<file path="src/rtl/wmac_pkg.sv">
package wmac_pkg;
  // Strobes from the sequencer to the arithmetic datapath
  typedef struct packed {
    logic load;    // capture operands, seed accumulator with carry digit
    logic step;    // consume one multiplier bit
    logic finish;  // last step: publish both digits
  } wmac_strobe_t;
endpackage

</file>
<file path="src/rtl/wmac_ctrl.sv">
module wmac_ctrl
  import wmac_pkg::*;
#(
  parameter int WIDTH = 64
) (
  input  logic         clk,
  input  logic         rstN,
  input  logic         start,
  output wmac_strobe_t strb,
  output logic         busy,
  output logic         done
);
  localparam int CW = (WIDTH > 1) ? $clog2(WIDTH) : 1;
  localparam logic [CW-1:0] LAST = CW'(WIDTH - 1);

  logic [CW-1:0] stepCnt;

  always_comb begin
    strb.load   = start && !busy;
    strb.step   = busy;
    strb.finish = busy && (stepCnt == LAST);
  end

  always_ff @(posedge clk or negedge rstN) begin
    if (!rstN) begin
      busy    <= 1'b0;
      done    <= 1'b0;
      stepCnt <= '0;
    end else begin
      done <= strb.finish;
      if (strb.load) begin
        busy    <= 1'b1;
        stepCnt <= '0;
      end else if (strb.finish) begin
        busy    <= 1'b0;
      end else if (busy) begin
        stepCnt <= stepCnt + 1'b1;
      end
    end
  end

  AST_DONE_PULSE: assert property (@(posedge clk) disable iff (!rstN)
    done |=> !done);
  AST_DONE_AFTER_BUSY: assert property (@(posedge clk) disable iff (!rstN)
    $rose(done) |-> $past(busy));
  AST_BUSY_DONE_EXCL: assert property (@(posedge clk) disable iff (!rstN)
    !(busy && done));
  AST_START_WHILE_BUSY: assert property (@(posedge clk) disable iff (!rstN)
    (busy && !strb.finish) |=> busy);
endmodule

</file>
<file path="src/rtl/wmac_dpath.sv">
module wmac_dpath
  import wmac_pkg::*;
#(
  parameter int WIDTH = 64
) (
  input  logic             clk,
  input  logic             rstN,
  input  wmac_strobe_t     strb,
  input  logic [WIDTH-1:0] multiplicand,
  input  logic [WIDTH-1:0] multiplier,
  input  logic [WIDTH-1:0] carryIn,
  output logic [WIDTH-1:0] resultLo,
  output logic [WIDTH-1:0] carryOut
);
  localparam int DW = 2 * WIDTH;

  logic [DW-1:0]    mcand;    // multiplicand, moves left one bit per step
  logic [WIDTH-1:0] mplier;   // multiplier, moves right one bit per step
  logic [DW-1:0]    acc;
  logic [DW-1:0]    addend;
  logic [DW:0]      sumWide;
  logic [DW-1:0]    accNext;

  always_comb begin
    addend  = mplier[0] ? mcand : '0;
    sumWide = {1'b0, acc} + {1'b0, addend};
    accNext = sumWide[DW-1:0];
  end

  always_ff @(posedge clk or negedge rstN) begin
    if (!rstN) begin
      mcand    <= '0;
      mplier   <= '0;
      acc      <= '0;
      resultLo <= '0;
      carryOut <= '0;
    end else begin
      if (strb.load) begin
        mcand  <= DW'(multiplicand);
        mplier <= multiplier;
        acc    <= DW'(carryIn);
      end else if (strb.step) begin
        acc    <= accNext;
        mcand  <= mcand << 1;
        mplier <= mplier >> 1;
      end
      if (strb.finish) begin
        resultLo <= accNext[WIDTH-1:0];
        carryOut <= accNext[DW-1:WIDTH];
      end
    end
  end

  AST_NO_OVERFLOW: assert property (@(posedge clk) disable iff (!rstN)
    strb.step |-> !sumWide[DW]);
  AST_NO_LOAD_MID_RUN: assert property (@(posedge clk) disable iff (!rstN)
    !(strb.load && strb.step));
endmodule

</file>
<file path="src/rtl/wide_mac.sv">
module wide_mac
  import wmac_pkg::*;
#(
  parameter int WIDTH = 64
) (
  input  logic             clk,
  input  logic             rstN,
  input  logic             start,
  input  logic [WIDTH-1:0] multiplicand,
  input  logic [WIDTH-1:0] multiplier,
  input  logic [WIDTH-1:0] carryIn,
  output logic             busy,
  output logic             done,
  output logic [WIDTH-1:0] resultLo,
  output logic [WIDTH-1:0] carryOut
);
  wmac_strobe_t strb;

  wmac_ctrl #(.WIDTH(WIDTH)) u_ctrl (
    .clk   (clk),
    .rstN  (rstN),
    .start (start),
    .strb  (strb),
    .busy  (busy),
    .done  (done)
  );

  wmac_dpath #(.WIDTH(WIDTH)) u_dpath (
    .clk          (clk),
    .rstN         (rstN),
    .strb         (strb),
    .multiplicand (multiplicand),
    .multiplier   (multiplier),
    .carryIn      (carryIn),
    .resultLo     (resultLo),
    .carryOut     (carryOut)
  );

  AST_RESULT_HOLD: assert property (@(posedge clk) disable iff (!rstN)
    !done |-> ($stable(resultLo) && $stable(carryOut)));
endmodule

</file>
<file path="config.mk">
export PLATFORM = sky130hd
export DESIGN_NAME = wide_mac
export DESIGN_NICKNAME = d
export VERILOG_FILES = /design/src/rtl/wmac_pkg.sv /design/src/rtl/wmac_ctrl.sv /design/src/rtl/wmac_dpath.sv /design/src/rtl/wide_mac.sv
export SDC_FILE = /design/constraint.sdc
export NUM_CORES = 1
export LEC_CHECK = 0
export BUFFER_PORTS_ARGS = -buffer_cell sky130_fd_sc_hd__buf_2
export CORE_MARGIN = 1
export CORE_UTILIZATION = 23
export DETAILED_ROUTE_END_ITERATION = 6
export PLACE_DENSITY_LB_ADDON = 0.12
export SLEW_MARGIN = 25
export SYNTH_ARGS = -nofsm -noshare
export SYNTH_HDL_FRONTEND = slang
export SYNTH_SLANG_ARGS = --single-unit
</file>
<file path="constraint.sdc">
create_clock -name clk -period 6.9 [get_ports clk]
set_input_delay 0.69 -clock clk [delete_from_list [all_inputs] [get_ports clk]]
set_output_delay 0.69 -clock clk [all_outputs]
set_load 0.01 [all_outputs]
</file>
**After elaboration in Yosys (flattened, before gate mapping)**

Cells that the tools add are included.

- Logic and storage cells: 30
- Flip-flop bits (word level): 456
- Input bits: 195
- Memory bits (writable): 0
- Bits in latches: 0
- ROM bits: 0
- Output and inout bits: 130
- Memories kept: 0

- Reductions and logical operators: 6
- Div/mod/pow operators: 0
- Shifts and indexed selects: 0
- Mux-type cells: 12
- Bitwise logic cells: 0
- Magnitude comparators: 0
- Add/subtract/negate cells: 2
- Eq/ne operators: 2
- Multipliers: 0

Operators with widths:

| cell | number |
|---|---|
| $mux 128 | 5 |
| $add 128x128->128 | 1 |
| $mux 64 | 2 |
| $mux 6 | 3 |
| $add 6x1->6 const B | 1 |
| $eq 6x6->1 const B | 1 |
| $reduce_bool 2->1 | 2 |
| $logic_and 1x1->1 | 2 |
| $mux 1 | 2 |
| $ne 2x2->1 const B | 1 |
| $reduce_and 2->1 | 1 |
| $logic_not 1->1 | 1 |

**Depth between registers and ports, before layout**

Gate-level depths: netlist (run 1).

- Depth in word-level cells: 4
- Depth in mapped cells: 16
- Mapped depth without buffers: 14

**Hierarchy**

A second synthesis (run 1) with hierarchy kept.

- Cell total of the unflattened synthesis: 3204
- Area total of the unflattened synthesis: 28976.5 um2

By module, submodules not included:

| module | cells each | times used | sequential area each (um2) | area each (um2) |
|---|---|---|---|---|
| wmac_dpath | 3166 | 1 | 11210.8 | 28584.9 |
| wmac_ctrl | 38 | 1 | 200.2 | 391.6 |

**Worst setup path after synthesis (run 1)**

OpenSTA, ideal clock, no wires.

- Path kind: reg2reg
- From: register u_dpath.mplier[0]
- To: register u_dpath.carryOut[36]
- Path slack: 3.159 ns
- Path buffers: 1
- Data required time: 6.775 ns
- Stages on the path, launching flop included: 16
- Library setup time: 0.125 ns
- Clock period less this slack: 3.741 ns
- Arrival time: 3.616 ns
- Cells stage by stage: dfrtp_1 > clkbuf_1 > and2_1 > ha_1 > fa_1 > a21o_2 > a221oi_2 > o21ai_1 > a211oi_2 > o211a_1 > o21ai_1 > nor2b_1 > a211oi_1 > o21ai_0 > xor2_1 > mux2_2

- Cells in the longest elaborated chain, start to end: 2

RTL lines:

| element | RTL line | source |
|---|---|---|
| start: declaration | wmac_dpath.sv:18 | `logic [WIDTH-1:0] mplier;` |
| start signal: assignment | wmac_dpath.sv:40 | `mplier <= multiplier;` |
| start signal: assignment | wmac_dpath.sv:45 | `mplier <= mplier >> 1;` |
| $mux 128 | wmac_dpath.sv:25 | `addend = mplier[0] ? mcand : '0;` |
| $add 128x128->128 | wmac_dpath.sv:26 | `sumWide = {1'b0, acc} + {1'b0, addend};` |
| end signal: assignment | wmac_dpath.sv:49 | `carryOut <= accNext[DW-1:WIDTH];` |
| end: declaration | wmac_dpath.sv:13 | `output logic [WIDTH-1:0] carryOut` |

Every way passes these cells.
A chain may end at the register's enable or synchronous reset.

**Final worst setup path (run 1)**

Same ends and word-level chain as after synthesis.

==> metrics.md, run 1 <==
| Metric | Value |
|---|---|
| Pwr per Cell Area | `542 nW/um^2` |
| Synthesized flop and latch total | `456` |
| Deepest clock path buffer count | `3` |
| DIE AREA | `124000 sq um` |
| Register share of total power | `0.271` |
| Final Skew | `0.0298 ns` |
| Cells after synthesis | `3206` |
| Layout cells sized above 1 | `0.153` |
| Int Pwr | `9540 uW` |
| Max-Slew Margin vs Limit | `0.335` |
| CP required | `7.47 ns` |
| Outcome | `finished clean` |
| Max-Cap Viols | `0` |
| Switching Fraction | `0.471` |
| Worst-margin pin slew | `0.985 ns` |
| CTS Buf Count | `60` |
| WL per Instance | `21.2 microns` |
| Cell Area, Synth | `28100 sq um` |
| Top-count cell post-synth | `nand2_1` |
| Endpoints failing setup | `0` |
| Area Overhead vs Synth | `18.3%` |
| Clock power share | `0.183` |
| Crit-path max FO | `44` |
| P_leak | `0.0155 uW` |
| Syn nets | `3530` |
| Startpoint Class | `register` |
| DRC viols | `0` |
| Initial DRC count | `1392` |
| Synth warn | `0` |
| Post-Syn Area per Cell | `8.77 sq um` |
| Synth area leaders | `dfrtp_1 41%, nand2_1 7.8%, o21ai_0 6.5%` |
| Worst EP arrival | `5.83 ns` |
| Worst-skew pair later-pin latency | `0.68 ns` |
| Final instance area | `33300 sq um` |
| Tot GR Track Use | `0.172` |
| Worst hold path class | `in -> async` |
| GRT Residual Overflow | `0` |
| Post-CTS sizing | `0` |
| DP Area | `31200 sq um` |
| Tcrit/Tclk final | `0.762` |
| Fin Hold WS | `0.0357 ns` |
| Cells along the critical path | `and2_1 > ha_1 > fa_1 > a21o_2 > a221oi_2 > o21ai_1 > a211oi_2 > o211a_1 > o21ai_1 > nor2b_1 > a211oi_1 > o21ai_0 > xor2_1 > mux2_2` |
| Post-CTS setup buffer count | `0` |
| CP most frequent cell | `o21ai_1` |
| Post-DP HPWL | `80700 microns` |
| Net Switching | `8500 uW` |
| Post-synth top area share | `0.406` |
| Core area | `121000 sq um` |
| Post-synth ARST share | `1.00` |
| Synth Flop Type | `dfrtp_1` |
| Vias in the first global route | `24500` |
| TNS Setup | `0 ns` |
| H-tree depth | `2` |
| Fmax achieved | `190 MHz` |
| Initial antenna violation count | `10` |
| Max-slew violations | `0` |
| Largest net degree at the start of global routing | `130` |
| Worst VDD drop | `236 uV` |
| IO buf count | `324` |
| Antenna Nets Post-Route | `0` |
| Worst path slowest cell | `a211oi_2` |
| Row count | `127` |
| CP Capture Type | `register` |
| Tmin final | `5.26 ns` |
| Unrepaired setup endpoints after global routing | `false` |
| Number of vias per cell | `4.76` |
| Clk sinks | `456` |
| Post-synth top cells | `584 x nand2_1, 456 x dfrtp_1, 366 x o21ai_0` |
| Final Hold Viols | `0` |
| Reg2reg path depth | `14` |
| Combinational power share | `0.546` |
| Clock root cell | `clkbuf_16` |
| RD Place Congestion | `0.873` |
| First-pass GRT wire length | `161000 microns` |
| Initial Utilization | `0.233` |
| Nets@finish | `3731` |
| Routed Wire Length | `107000 microns` |
| Number of synthesized flops with an enable pin | `0` |
| Cts hold-fix bufs | `0` |
| DR vias | `24100` |
| Yosys top cell by area | `dfrtp_1` |
| Chip width | `352 microns` |
| TritonRoute pass-1 iters | `5` |
| Yosys cell types | `89` |
| Critical path class | `reg -> reg` |
| Die height | `352 microns` |
| CP max stage delay | `0.72 ns` |
| Register area share after synthesis | `0.406` |
| CTS clk-pin slew, worst paths | `0.07 ns` |
| IO Count | `325` |
| TritonCTS clock tree | `done` |
final timing paths:
| kind | start | end | slack (ns) |
|---|---|---|---|
| setup / recovery | u_dpath.mplier[0] | u_dpath.carryOut[36] | 1.64 |
| hold / removal | rstN | u_dpath.mplier[55] | 0.04 |
| setup reg to reg | u_dpath.mplier[0] | u_dpath.carryOut[36] | 1.64 |
| hold reg to reg | u_dpath.mplier[34] | u_dpath.mplier[33] | 0.47 |
| max in group asynchronous | rstN | u_dpath.acc[87] | 5.45 |
| min in group clk | multiplier[63] | u_dpath.mplier[63] | 0.28 |
area by class of cell:
class	instances	area, sq um
Sequential cell	456	11400
Clock inverter	19	292
Inverter	45	170
Fill cell	13000	87300
Antenna cell	2	5.00
Tap cell	1612	2020
Multi-Input combinational cell	2496	15700
Clock buffer	89	1750
Timing Repair Buffer	348	1860
power by group through the flow:
| stage | registers [uW] | clock network, uW | logic, uW |
|---|---|---|---|
| floorplan | 4710 | 0 | 6640 |
| finish | 4890 | 3300 | 9840 |
| global placement | 4980 | 0 | 9900 |
| global route | 5070 | 3520 | 10900 |
| detailed placement | 4960 | 0 | 9860 |
| CTS | 4930 | 3430 | 9920 |
cells in the final DEF, fill, tap and decap left out, drive strengths merged, types with 12 or more instances in the layout:
cell type,count
nand2,585
dfrtp,456
nand4,69
nand3,14
a21o,68
xor2,51
or3,14
o21ai,370
ha,128
a221oi,12
a22o,63
a211oi,59
and3,12
nor2,114
o21a,22
mux2i,140
xnor2,72
nand2b,14
clkbuf,89
nor3,33
clkinv,12
a21oi,247
nor2b,64
and2,135
o21bai,37
mux2,33
a31oi,25
buf,348
inv,44
per-stage QoR:
| stage | setup slack (ns) | util | power (uW) | cells |
|---|---|---|---|---|
| after global routing | 1.22 | 0.276 | 19500 | 5066 |
| after global placement | 1.56 | 0.259 | 14900 | 4957 |
| after floorplan | 3.16 | - | 11400 | 3206 |
| final | 1.64 | 0.276 | 18000 | 5067 |
| after CTS | 1.50 | 0.276 | 18300 | 5065 |
| after detailed placement | 1.53 | 0.259 | 14800 | 4957 |
registers in the layout (all words and copies together), names as in the netlist:
name	cells
u_dpath.mplier	64
u_ctrl.stepCnt	6
u_ctrl.busy	1
u_dpath.mcand	128
u_ctrl.done	1
u_dpath.acc	128
u_dpath.resultLo	64
u_dpath.carryOut	64
worst max-delay path: cells and delay by family, from the launching register on:
kind / cells / cell delay (ns)
adder cells (fa/ha/maj): 2 / 0.63
AO/OA/AOI/OAI: 8 / 2.92
XOR/XNOR: 1 / 0.19
flip-flops: 1 / 0.66
AND/OR/NAND/NOR: 2 / 0.46
multiplexers: 1 / 0.27
routing by layer:
layer	GRT usage	vias up	part of all wire
li1	-	11800	-
met2	0.288	483	0.47
met1	0.231	11700	0.46
met4	0.0430	0	0.024
met3	0.0250	124	0.040
met5	0	-	0
logic make-up after synthesis:
family | count (synthesis) | synth area share
simple gates | 1083 | 0.179
flops | 456 | 0.406
fa+ha+maj | 129 | 0.0577
mux | 173 | 0.0631
xor+xnor | 124 | 0.0391
buf+inv | 254 | 0.0352
compound gates | 987 | 0.220
Note: power is estimated with default switching activity, not from simulation.
==> inputs of run 2 (changes only) <==
==> constraint.sdc (replaced) <==
create_clock -name clk -period 4.35 [get_ports clk]
set_input_delay 0.435 -clock clk [delete_from_list [all_inputs] [get_ports clk]]
set_output_delay 0.435 -clock clk [all_outputs]
set_load 0.01 [all_outputs]
==> run 2 against run 1 <==
Count of clock-buffer cells in the layout shrank 5; non-clock buffer count grew 368; cell count grew 7.3%; critical endpoint is now u_dpath.acc[115].
==> metrics.md, run 2 (same netlist as run 1, synthesis figures left out) <==
| Metric | Value |
|---|---|
| Reg2reg path depth | `16 (+2)` |
| Routed Wire Length | `112000 microns (+4.5%)` |
| Tot GR Track Use | `0.180 (+0.00799)` |
| Critical path class | `reg -> reg` |
| Initial Utilization | `0.233 (unchanged)` |
| Fillers | `13000 (-0.36%)` |
| RD Place Congestion | `0.862 (-1.2%)` |
| Max-Cap Viols | `0 (unchanged)` |
| Pwr per Cell Area | `875 nW/um^2 (+61%)` |
| Crit-path max FO | `31 (-30%)` |
| Final WS setup | `0.149 ns (-1.49 ns)` |
| Post-DP HPWL | `87000 microns (+7.8%)` |
| Clk sinks | `456 (unchanged)` |
| Initial antenna violation count | `13 (+3)` |
| Cells along the critical path | `buf_12 > and2_1 > ha_1 > a211o_1 > a211o_2 > and4bb_2 > o21ai_4 > a2111oi_2 > buf_4 > o21ai_2 > a21oi_2 > buf_4 > o211ai_1 > a211oi_2 > or3_1 > a32o_1` |
| IO buf count | `324 (unchanged)` |
| CP required | `4.88 ns (-2.59 ns)` |
| Unrepaired setup endpoints after global routing | `true` |
| First-pass GRT wire length | `169000 microns (+4.6%)` |
| P_leak | `0.0173 uW (+11%)` |
| Fmax achieved | `238 MHz (+25%)` |
| Deepest clock path buffer count | `3 (unchanged)` |
| Final Hold Viols | `0 (unchanged)` |
| Initial DRC count | `1568 (+13%)` |
| Number of vias per cell | `4.67 (-1.9%)` |
| Largest net degree at the start of global routing | `275 (+110%)` |
| TritonRoute pass-1 iters | `5 (unchanged)` |
| Endpoints failing setup | `0 (unchanged)` |
| Worst-skew pair later-pin latency | `0.67 ns (about the same)` |
| DRC viols | `0 (unchanged)` |
| Worst path slowest cell | `o211ai_1` |
| Core area | `121000 sq um (unchanged)` |
| Tmin final | `4.20 ns (-1.06 ns)` |
| Startpoint Class | `register` |
| WL per Instance | `20.6 microns (-2.5%)` |
| CP most frequent cell | `buf_4` |
| Commonest non-fill, non-tap cell in the layout | `nand2_1` |
| CTS Buf Count | `59 (-1.7%)` |
| GRT Residual Overflow | `0 (unchanged)` |
| IO Count | `325 (unchanged)` |
| DIE AREA | `124000 sq um (unchanged)` |
| Tcrit/Tclk final | `0.966 (+0.204)` |
| Worst-margin pin slew | `0.873 ns (-0.111 ns)` |
| Hold path cells | `3` |
| TritonCTS clock tree | `done` |
| CP max stage delay | `0.51 ns (-0.21 ns)` |
| Worst VDD drop | `421 uV (+78%)` |
| Antenna Nets Post-Route | `0 (unchanged)` |
| Outcome | `finished clean` |
| Layout cells sized above 1 | `0.236 (+0.0831)` |
| Clock root cell | `clkbuf_16` |
| RR Startpoint | `u_dpath.mplier[0]` |
| CP Capture Type | `register` |
| Biggest regs | `u_dpath.acc: 128 flops, u_dpath.mcand: 128 flops` |
| Nets@finish | `4098 (+9.8%)` |
| Most frequent cells in the layout | `582 x nand2_1, 454 x dfrtp_1, 361 x o21ai_0, 361 x buf_4, 322 x buf_2` |
| Row count | `127 (unchanged)` |
| Max-Slew Margin vs Limit | `0.418 (+0.0828)` |
| Min-delay src | `carryIn[44]` |
| CTS clk-pin slew, worst paths | `0.07 ns (about the same)` |
| Dpl ws | `-0.280 ns (-1.81 ns)` |
| Power Total | `31700 uW (+76%)` |
| Crit path launch | `u_dpath.mplier[0]` |
| Worst hold path class | `in -> reg` |
| Die height | `352 microns (unchanged)` |
| Final Skew | `0.0309 ns (+0.00111 ns)` |
| Vias in the first global route | `25900 (+5.8%)` |
| Chip width | `352 microns (unchanged)` |
| Max-slew violations | `0 (unchanged)` |
| DR vias | `25400 (+5.2%)` |
| H-tree depth | `2 (unchanged)` |
| Area Overhead vs Synth | `28.8%` |
| Worst EP arrival | `4.74 ns (-1.09 ns)` |
[run 2: layout make-up]
type                       count  area, sq um  share of cell area
clock buffer                  84         1700              0.0470
multi-input combinational   2496        15900               0.438
timing repair buffer         716         4830               0.133
antenna                        6         15.0            0.000415
clock inverter                20          196             0.00542
sequential                   456        11400               0.315
tap                         1612         2020              0.0557
inverter                      45          170             0.00470
[run 2: path summary, 6_finish.rpt]
path / end / slack (ns)
max: u_dpath.acc[115] / 0.15
min: u_dpath.acc[44] / 0.06
max reg2reg: u_dpath.acc[115] / 0.15
min reg2reg: u_dpath.mplier[36] / 0.47
max in group asynchronous: u_dpath.acc[9] / 2.91
min in group asynchronous: u_dpath.mplier[55] / 0.34
[run 2: layer usage]
metal  global-route usage  up-vias  share of wire
met2                0.297      418           0.47
met3               0.0259      115          0.038
li1                     -    12500              -
met4               0.0374        0          0.018
met5                    0        -              0
met1                0.248    12300           0.48
[run 2: where the power goes]
| group | switching (uW) | internal (uW) | leakage [uW] |
|---|---|---|---|
| registers | 1520 | 6310 | 0.00574 |
| clock network | 2050 | 2870 | 0.000943 |
| logic | 10700 | 8200 | 0.0106 |
| total | 14300 | 17400 | 0.0173 |
[run 2: repair_timing]
action,in CTS,in global routing
pin swaps,1,12
gates resized for setup,6,31
hold buffers,15,0
endpoints found under the hold margin,82,0
setup endpoints to repair,9,39
setup buffers,0,2
[run 2: critical path: cells and delay by family, from the launching register on]
family                   cells  cell delay (ns)
AND/OR/NAND/NOR              3             0.78
AO/OA/AOI/OAI                9             2.09
buffers and inverters        3             0.45
flip-flops                   1             0.43
adder cells (fa/ha/maj)      1             0.29
[run 2: metrics by stage]
step | TNS [ns] | util | instance area, sq um | hold WS, ns | cells
floorplan | 0 | - | 28100 | 0.139 | 3206
finish | 0 | 0.300 | 36200 | 0.0562 | 5435
CTS | 0 | 0.298 | 36000 | 0.0000698 | 5425
global placement | -1.33 | 0.281 | 33900 | 0.458 | 5306
global route | -0.0384 | 0.300 | 36200 | 0.0418 | 5432
detailed placement | -1.30 | 0.281 | 33900 | 0.458 | 5306
==> inputs of run 3 (changes only) <==
--- a/config.mk
+++ b/config.mk
@@ -6,6 +6,7 @@
 export NUM_CORES = 1
 export LEC_CHECK = 0
 export BUFFER_PORTS_ARGS = -buffer_cell sky130_fd_sc_hd__buf_2
+export CORE_ASPECT_RATIO = 1.5
 export CORE_MARGIN = 1
 export CORE_UTILIZATION = 23
 export DETAILED_ROUTE_END_ITERATION = 6
==> run 3 against run 2 <==
Sequential power is 1% lower; sequential share of layout area up 0.24 points; die area hardly changed; largest power group unchanged; highest routed layer unchanged.
==> metrics.md, run 3 (same netlist as run 1, synthesis figures left out) <==
| Metric | Value |
|---|---|
| Outcome | `finished clean` |
| Net Switching | `14200 uW (-0.80%)` |
| DIE AREA | `124000 sq um (about the same)` |
| Area Overhead vs Synth | `27.9%` |
| Commonest non-fill, non-tap cell in the layout | `nand2_1` |
| Min-delay src | `multiplicand[35]` |
| Routed Wire Length | `113000 microns (+0.95%)` |
| Dpl ws | `-0.258 ns (+0.0214 ns)` |
| Flop-to-flop setup slack | `0.15 ns (about the same)` |
| Layout cells sized above 1 | `0.240 (+0.00354)` |
| TritonRoute pass-1 iters | `5 (unchanged)` |
| RD Place Congestion | `0.868 (+0.73%)` |
| P_leak | `0.0172 uW (-0.51%)` |
| Combinational power share | `0.601 (+0.003)` |
| First-pass GRT wire length | `168000 microns (-0.52%)` |
| Initial DRC count | `1428 (-8.9%)` |
| Deepest clock path buffer count | `3 (unchanged)` |
| Antenna Nets Post-Route | `0 (unchanged)` |
| Reg2reg path depth | `15 (-1)` |
| Worst hold path class | `in -> reg` |
| Clock power share | `0.149 (-0.006)` |
| Tcrit/Tclk final | `0.967 (about the same)` |
| Clock root cell | `clkbuf_16` |
| DR vias | `25400 (-0.087%)` |
| Hold path cells | `3 (unchanged)` |
| CTS Buf Count | `52 (-12%)` |
| Int Pwr | `16800 uW (-3.2%)` |
| Most frequent cells in the layout | `583 x nand2_1, 454 x dfrtp_1, 357 x buf_4` |
| Worst-skew pair later-pin latency | `0.65 ns (-0.02 ns)` |
| Unrepaired setup endpoints after global routing | `true` |
| Worst VDD drop | `375 uV (-11%)` |
| Switching Fraction | `0.458 (+0.00595)` |
| Row count | `156 (+23%)` |
| Endpoints failing setup | `0 (unchanged)` |
| Tot GR Track Use | `0.180 (-0.000404)` |
| Final Skew | `0.0178 ns (-0.0131 ns)` |
| Pwr per Cell Area | `863 nW/um^2 (-1.4%)` |
| GRT Residual Overflow | `0 (unchanged)` |
| Max-slew violations | `0 (unchanged)` |
| CP Capture Type | `register` |
| Final Hold Viols | `0 (unchanged)` |
| Initial antenna violation count | `14 (+1)` |
| Critical path class | `reg -> reg` |
| Clk sinks | `456 (unchanged)` |
| Chip width | `287 microns (-18%)` |
| Initial Utilization | `0.233 (-0.000413)` |
| Final WS setup | `0.145 ns (-0.00399 ns)` |
| IO Count | `325 (unchanged)` |
| Fin Hold WS | `0.0802 ns (+0.0240 ns)` |
| Nets@finish | `4074 (-0.59%)` |
| Hold EP | `u_dpath.mcand[35]` |
| IO buf count | `324 (unchanged)` |
| Biggest regs | `u_dpath.acc: 128 flops, u_dpath.mcand: 128 flops` |
| Core area | `121000 sq um (+0.18%)` |
| DRC viols | `0 (unchanged)` |
| Vias in the first global route | `26500 (+2.0%)` |
| Fmax achieved | `238 MHz (about the same)` |
| Tmin final | `4.20 ns (+0.00399 ns)` |
| TNS Setup | `0 ns (unchanged)` |
| Max-Cap Viols | `0 (unchanged)` |
| CTS clk-pin slew, worst paths | `0.07 ns (about the same)` |
| CP required | `4.87 ns (about the same)` |
| Max-Slew Margin vs Limit | `0.320 (-0.0982)` |
| Crit-path max FO | `27 (-13%)` |
| WL per Instance | `21.0 microns (+2.0%)` |
| Worst EP arrival | `4.73 ns (about the same)` |
| Worst-margin pin slew | `1.02 ns (+0.147 ns)` |
| Post-DP HPWL | `86700 microns (-0.36%)` |
| TritonCTS clock tree | `done` |
| H-tree depth | `2 (unchanged)` |
| RR Startpoint | `u_dpath.mplier[0]` |
| Die height | `430 microns (+22%)` |
| FF-to-FF End | `u_dpath.carryOut[58]` |
| Largest net degree at the start of global routing | `231 (-16%)` |
| Number of vias per cell | `4.71 (+0.95%)` |
| Register share of total power | `0.249 (+0.002)` |
| Startpoint Class | `register` |
==> run 3: cell count changes in the layout (fill, tap and decap cells not counted), sizes merged <==
cell / previous run / this run
diode: 6 / 5
clkinvlp: 1 / 5
clkbuf: 84 / 70
dlygate4sd3: 15 / 2
buf: 701 / 696
clkinv: 15 / 20
==> run 3: layout make-up <==
| cell class | count | area, sq um |
|---|---|---|
| diodes | 5 | 12.5 |
| clock buffers | 69 | 1450 |
| clock inverters | 29 | 285 |
| fillers | 13000 | 84900 |
| inverters | 45 | 170 |
| multi-input cells | 2496 | 16000 |
| flip-flops and latches | 456 | 11400 |
| well taps | 1580 | 1980 |
| repair buffers | 699 | 4650 |
==> run 3: metal layers <==
metal	wire length (microns)	track usage	up-vias
met5	0	0	-
met4	4040	0.0635	0
met3	3760	0.0199	154
met2	58800	0.329	457
met1	46700	0.213	12300
li1	-	-	12500
==> run 3: power by group through the flow <==
| stage | logic (uW) | clock network, uW | registers (uW) |
|---|---|---|---|
| floorplan | 10500 | 0 | 7470 |
| global placement | 18400 | 0 | 7860 |
| detailed placement | 18400 | 0 | 7840 |
| CTS | 18700 | 4830 | 7790 |
| global route | 20500 | 4950 | 8020 |
| finish | 18700 | 4630 | 7740 |
==> run 3: what timing repair did <==
item	CTS	global route
pin swaps	2	10
hold buffers	2	0
endpoints found under the setup margin	47	70
resized for setup	22	45
gates cloned	0	1
hold endpoints to repair	78	0
buffers inserted	2	4
==> run 3: worst max path at each step <==
stage,startpoint,end,slack [ns]
after floorplan,u_dpath.mplier[0],u_dpath.carryOut[36],0.61
after global placement,u_dpath.mplier[0],u_dpath.carryOut[36],-0.25
after detailed placement,u_dpath.mplier[0],u_dpath.carryOut[36],-0.26
after CTS,u_dpath.mplier[0],u_dpath.carryOut[13],0.006
after global routing,u_dpath.mplier[0],u_dpath.carryOut[53],-0.07
final,u_dpath.mplier[0],u_dpath.carryOut[58],0.15
==> run 3: through the flow <==
stage               power (uW)  utilization  area, sq um  instances
finish                   31000        0.298        36000       5379
detailed placement       26300        0.280        33800       5267
global route             33500        0.298        35900       5377
floorplan                18000            -        28100       3206
global placement         26300        0.280        33800       5267
CTS                      31300        0.296        35700       5369
==> run 3: worst max-delay path, cell delays in order (launching register included) <==
cell      delay [ns]
dfrtp_4         0.54
buf_8           0.19
buf_16          0.19
and2_1          0.16
ha_1            0.41
a21oi_1         0.24
o21ai_0         0.20
a21oi_1         0.27
o21ai_0         0.16
a221oi_1        0.57
o21a_1          0.20
o41ai_1         0.06
a21oi_1         0.26
o41ai_4         0.15
xor2_1          0.19
mux2_2          0.29
